$ cat config.mk
export PLATFORM = sky130hd
export DESIGN_NAME = bcd4_scan_counter
export DESIGN_NICKNAME = d
export VERILOG_FILES = /design/src/rtl/bcd4_scan_counter.sv
export SDC_FILE = /design/constraint.sdc
export NUM_CORES = 1
export LEC_CHECK = 0
export ABC_AREA = 1
export BUFFER_PORTS_ARGS = -buffer_cell sky130_fd_sc_hd__buf_2
export CORE_UTILIZATION = 46
export CTS_CLUSTER_DIAMETER = 50
export DETAILED_ROUTE_END_ITERATION = 12
export GPL_TIMING_DRIVEN = 0
export PLACE_DENSITY = 0.63
export REMOVE_ABC_BUFFERS = 1
export SYNTH_ARGS = -nofsm -noshare
export SYNTH_HDL_FRONTEND = slang
export SYNTH_SLANG_ARGS = --single-unit
$ cat constraint.sdc
create_clock -name clk -period 5 [get_ports clk]
set_input_delay 1.5 -clock clk [delete_from_list [all_inputs] [get_ports clk]]
set_output_delay 1.5 -clock clk [all_outputs]
set_load 0.05 [all_outputs]
$ cat src/rtl/bcd4_scan_counter.sv
module bcd4_scan_counter #(
  parameter int SCAN_DIV = 125000
) (
  input  logic       clk,
  input  logic       rst,
  input  logic       evt_clk,
  input  logic       snap_n,
  input  logic       show_live,
  output logic [6:0] seg,
  output logic [3:0] dig_en,
  output logic       carry
);
  localparam int DW = (SCAN_DIV > 1) ? $clog2(SCAN_DIV) : 1;

  logic [2:0]  evt_s;
  logic [1:0]  snap_s, live_s;
  logic [15:0] cnt, cnt_nxt, snap;
  logic [DW-1:0] pre;
  logic [1:0]  idx;
  logic        blank;
  logic        fall, tick;
  logic [15:0] shown;
  logic [3:0]  cur;

  always_ff @(posedge clk or posedge rst)
    if (rst) begin
      evt_s  <= 3'b000;
      snap_s <= 2'b00;
      live_s <= 2'b00;
    end else begin
      evt_s  <= {evt_s[1:0], evt_clk};
      snap_s <= {snap_s[0], snap_n};
      live_s <= {live_s[0], show_live};
    end

  assign fall = evt_s[2] & ~evt_s[1];

  always_comb begin
    logic c;
    cnt_nxt = cnt;
    c = 1'b1;
    for (int i = 0; i < 4; i++) begin
      if (c) begin
        if (cnt[4*i +: 4] == 4'd9) cnt_nxt[4*i +: 4] = 4'd0;
        else begin
          cnt_nxt[4*i +: 4] = cnt[4*i +: 4] + 4'd1;
          c = 1'b0;
        end
      end
    end
  end

  always_ff @(posedge clk or posedge rst)
    if (rst) begin
      cnt   <= '0;
      carry <= 1'b0;
    end else if (fall) begin
      cnt <= cnt_nxt;
      if (cnt_nxt == 16'h6000) carry <= 1'b1;
      else if (cnt_nxt == 16'h0000) carry <= 1'b0;
    end

  always_ff @(posedge clk or posedge rst)
    if (rst) snap <= '0;
    else if (snap_s[1]) snap <= cnt;

  assign tick = (pre == DW'(SCAN_DIV - 1));

  always_ff @(posedge clk or posedge rst)
    if (rst) begin
      pre   <= '0;
      idx   <= 2'd0;
      blank <= 1'b0;
    end else begin
      pre   <= tick ? '0 : pre + 1'b1;
      idx   <= idx + {1'b0, tick};
      blank <= tick;
    end

  assign shown  = live_s[1] ? cnt : snap;
  assign cur    = shown[4*idx +: 4];
  assign dig_en = 4'b0001 << idx;

  always_comb begin
    logic [6:0] p;
    case (cur)
      4'd0: p = 7'h3F;
      4'd1: p = 7'h06;
      4'd2: p = 7'h5B;
      4'd3: p = 7'h4F;
      4'd4: p = 7'h66;
      4'd5: p = 7'h6D;
      4'd6: p = 7'h7D;
      4'd7: p = 7'h07;
      4'd8: p = 7'h7F;
      4'd9: p = 7'h6F;
      default: p = 7'h00;
    endcase
    seg = blank ? 7'h00 : p;
  end

  AST_NO_STEP_WITHOUT_EDGE: assert property (@(posedge clk) disable iff (rst) !fall |=> $stable(cnt));
  AST_CARRY_AT_6000: assert property (@(posedge clk) disable iff (rst) (cnt == 16'h6000) |-> carry);
  AST_CARRY_AT_0000: assert property (@(posedge clk) disable iff (rst) (cnt == 16'h0000) |-> !carry);
  AST_SNAP_FROZEN: assert property (@(posedge clk) disable iff (rst) !snap_s[1] |=> $stable(snap));
  AST_DIG_ONEHOT: assert property (@(posedge clk) disable iff (rst) $onehot(dig_en));
  AST_BLANK_ON_STEP: assert property (@(posedge clk) disable iff (rst) !$stable(dig_en) |-> (seg == 7'h00));
  AST_BCD_DIGITS: assert property (@(posedge clk) disable iff (rst) (cnt[3:0] < 4'd10) && (cnt[7:4] < 4'd10) && (cnt[11:8] < 4'd10) && (cnt[15:12] < 4'd10));
endmodule

==> impl.org <==
** Synthesis
- The synthesized design spends more area on one cell type than any other, namely dfrtp_1.
- Synth area leaders :: dfrtp_1 (44%), nand2_1 (11%), nor2_1 (8.3%), inv_1 (5.4%), o21ai_0 (4.0%)
- After synthesis, flip-flops and latches occupy 44.0% of the total area.
- Summed over its instances, the top area cell type makes up 44.0% of the synthesized netlist area.
- The cell count after synthesis came out at 452.
- Cell area after synthesis :: 3410 sq um
- Averaged over all synthesized cells, the footprint is 7.55 sq um.
- The synthesized design contains 60 register bits.
- Count of unique library cells instantiated by Yosys :: 35
- Yosys printed 0 warnings.

** Power and ir drop
- For this design the static power due to leakage is 1.85 nW.
- Total power divided by cell area :: 389 nW/um^2
- Across the VDD grid, the largest voltage drop is 248 uV.

** Setup path
- Largest fanout of any net on the critical path :: 25
- The setup path with the least slack is of type flip-flop to output pin.
- The startpoint identified for the worst register-to-register timing path is evt_s[1]$_DFF_PP0_.
- Depth of the most critical reg-to-reg path :: 8
- STA puts the critical path data required time at 3.50 ns.
- The slowest stage of the critical path belongs to the cell dfrtp_1.
- WP buf/inv :: 3
- At the worst endpoint, the arrival time is 2.90 ns.
- Longest individual stage delay on the worst path :: 0.92 ns
- Setup slack on the worst flop-to-flop path :: 2.40 ns
- Crit. End Element :: output pin
- In this design, the largest share of critical-path delay is due to flip-flops.
- In this design, the critical path's most frequently occurring cell is nor2_1.
- The worst setup path is launched from a flip-flop.
- The critical path goes through inv_2, nor2_1, o21ai_1, nor2_1, ha_1, inv_1, o21ai_0, nor2_1, nor3_1, buf_2.
- Worst flop-to-flop path endpoint :: carry$_DFFE_PP0P_

** Finish
- Final cell area excluding filler cells :: 3770 sq um
- The finished layout holds 574 standard cells, fillers aside.
- Layout cell share with drive strength beyond 1 :: 13.9%
- Relative to the synthesized area, the layout overhead comes to 10.6%.
- 0 antenna diodes ended up in the layout.
- Filler cell count :: 725
- Nets :: 482
- Once layout is complete, the utilization of the core stands at 52.3%.

** Clock tree
- Root Buffer :: clkbuf_8
- Clock slew at reported path FFs :: 0.06 ns
- TritonCTS clock tree :: built
- CTS built an H-tree with a depth of 3.
- Number of hold-repair buffers added at the cts stage :: 0
- Post-CTS repair changed the size of 0 cells.
- Once the clock tree was built, the setup fixing pass inserted 0 buffers.
- The clock net in this run drives a total of 60 sinks.
- CTS max path bufs :: 2
- Number of clock buffers inserted by TritonCTS :: 9
- Clock latency reported for the late side of the worst-skew pair :: 0.34 ns

** Flow run
- Number of maximum-capacitance constraint violations :: 0

** Timing
- Clock skew on the completed layout was measured at 0.00874 ns.
- Headroom to the max-slew limit came out at 19.2%.
- Setup violations remaining at the end of the flow were counted as 0.
- Derived from the worst setup path, the maximum achievable clock frequency is 227 MHz.
- The max-slew violation count is 0.
- Minimum clock period after layout :: 4.40 ns
- Adding up every negative setup slack in the final design gives 0 ns.
- RSZ-0062 raised after global routing :: false
- Transition time at the pin with the least slew margin :: 1.21 ns
- In the finished design, the share of the clock period the worst path needs comes to 87.9%.
- Final setup margin :: 0.603 ns
- The number of hold-slack violations in the final timing report came to 0.

** Placed design
- Cell area reported after detailed placement :: 3570 sq um
- Before CTS, the worst setup slack after placement is 0.956 ns.
- DP Cell Count :: 558
- Summed over all nets, the half-perimeter wirelength after detailed placement is 5100 microns.
- Weighted congestion reported at the end of routability-driven placement :: 0.843
- Buffers added on ports :: 16

** Global routing
- The number of global-route vias before repair was 2,596.
- Initial antenna violation count :: 0
- Global routing used 20.7% of the available tracks across all layers.
- Maximum number of pins on one net before global-route repair :: 35
- Final global-route overflow total :: 0
- The first global-routing pass estimated 12,200 microns of wire.

** Status
- The flow ran to the end, and the final reports show no timing, DRC or antenna violations.

** Drt
- In the final routed layout, each cell accounts on average for 12.1 microns.
- For this block, the initial DRC count from the detailed router was 154.
- In this run the remaining antenna-violating nets after routing total 0.
- Detailed routing inserted a total of 2,861 vias.
- In the routed design, unresolved DRC markers number 0.
- Vias per cell :: 4.98
- For this run, the detailed router's first-pass iteration total came to 5.
- The routed design has 6960 microns of wire.

** Floorplanning
- The die is 88.1 microns wide.
- Row cnt :: 31
- Starting utilization of the core area :: 47.3%
- The die covers 7770 sq um.
- Count of pins on the block boundary :: 17
- Core footprint :: 7210 sq um
- The die is 88.1 microns tall.

** Worst hold path
- Hold depth :: 0
- The path class of the tightest hold or removal check is flip-flop to flip-flop.
- The worst hold path terminates at live_s[1]$_DFF_PP0_.
- Startpoint of the lowest-slack hold path :: live_s[0]$_DFF_PP0_
registers in the layout, summed over array words and instances (netlist names):
name    cells
pre        17
evt_s       3
cnt        16
snap_s      2
idx         2
live_s      2
snap       16
carry       1
blank       1
area by class of cell:
class	count	area, sq um	area share [%]
multi-input cells	322	1620	42.9
flip-flops and latches	60	1500	39.8
inverters	60	225	5.97
clock buffers	12	155	4.11
well taps	99	124	3.28
repair buffers	17	100	2.65
clock inverters	4	47.5	1.26
worst max-delay path by stage:
stage,from,to,slack (ns),cells after the start
finish,live_s[1]$_DFF_PP0_,seg[4],0.60,10
global route,live_s[1]$_DFF_PP0_,seg[4],0.22,10
CTS,live_s[1]$_DFF_PP0_,seg[4],0.55,10
detailed placement,live_s[1]$_DFF_PP0_,seg[4],0.96,10
global placement,live_s[1]$_DFF_PP0_,seg[4],1.01,10
floorplan,idx[1]$_DFF_PP0_,seg[4],0.63,11
layout by cell type (no fill, tap or decap), drive strengths merged:
cell type	synthesis	layout
clkinvlp	0	1
dfrtp	60	60
clkinv	2	4
nand3	17	17
ha	7	7
nor3b	1	1
a31oi	1	1
clkbuf	5	12
bufinv	0	1
o21a	1	1
nor2	85	85
nor4	2	2
inv	58	58
buf	5	17
o211ai	9	9
o21ai	42	42
o21bai	1	1
a21oi	24	24
xor2	10	10
a21o	1	1
nor3	9	9
nand4	6	6
nand2	106	106
stage by stage:
stage,power [mW],hold slack (ns)
after global routing,1.57,0.356
after detailed placement,1.03,0.336
after global placement,1.02,0.332
after floorplan,0.931,0.331
after CTS,1.48,0.354
final,1.47,0.351
synth_stat cells (all sizes together):
cell	instances
a21oi	24
nand3	17
o21ai	42
nand4	6
clkinv	2
a21o	1
inv	58
nor2	85
nor3	9
nor4	2
a31oi	1
dfrtp	60
nand2	106
nor3b	1
clkbuf	5
buf	5
xor2	10
o21bai	1
o21a	1
ha	7
o211ai	9
kinds of logic (layout without fill, tap and decap cells):
kind of cell               count (synthesis)  in the layout  synth area share (%)
xor gates and xnor gates                  10             10                  2.57
DFF                                       60             60                  44.0
adders and majority gates                  7              7                  2.57
and+or+nand+nor                          226            226                  28.7
buffers and inverters                     70             93                  8.51
AOI/OAI and AO/OA                         79             79                  13.7
where the power goes:
part	leakage [nW]	switching, mW	total (mW)	internal [mW]
combinational	0.977	0.309	0.434	0.124
clock	0.102	0.194	0.450	0.256
sequential	0.769	0.0554	0.585	0.529
total	1.85	0.559	1.47	0.910
per-layer routing:
metal | share of wire [%] | routed length [microns] | global-route usage (%)
met1 | 52 | 3590 | 30.2
met2 | 43 | 2990 | 29.6
met5 | 0 | 0 | 0
met3 | 3.6 | 251 | 3.96
met4 | 1.9 | 129 | 9.24
Power figures use the tool's default switching activity.
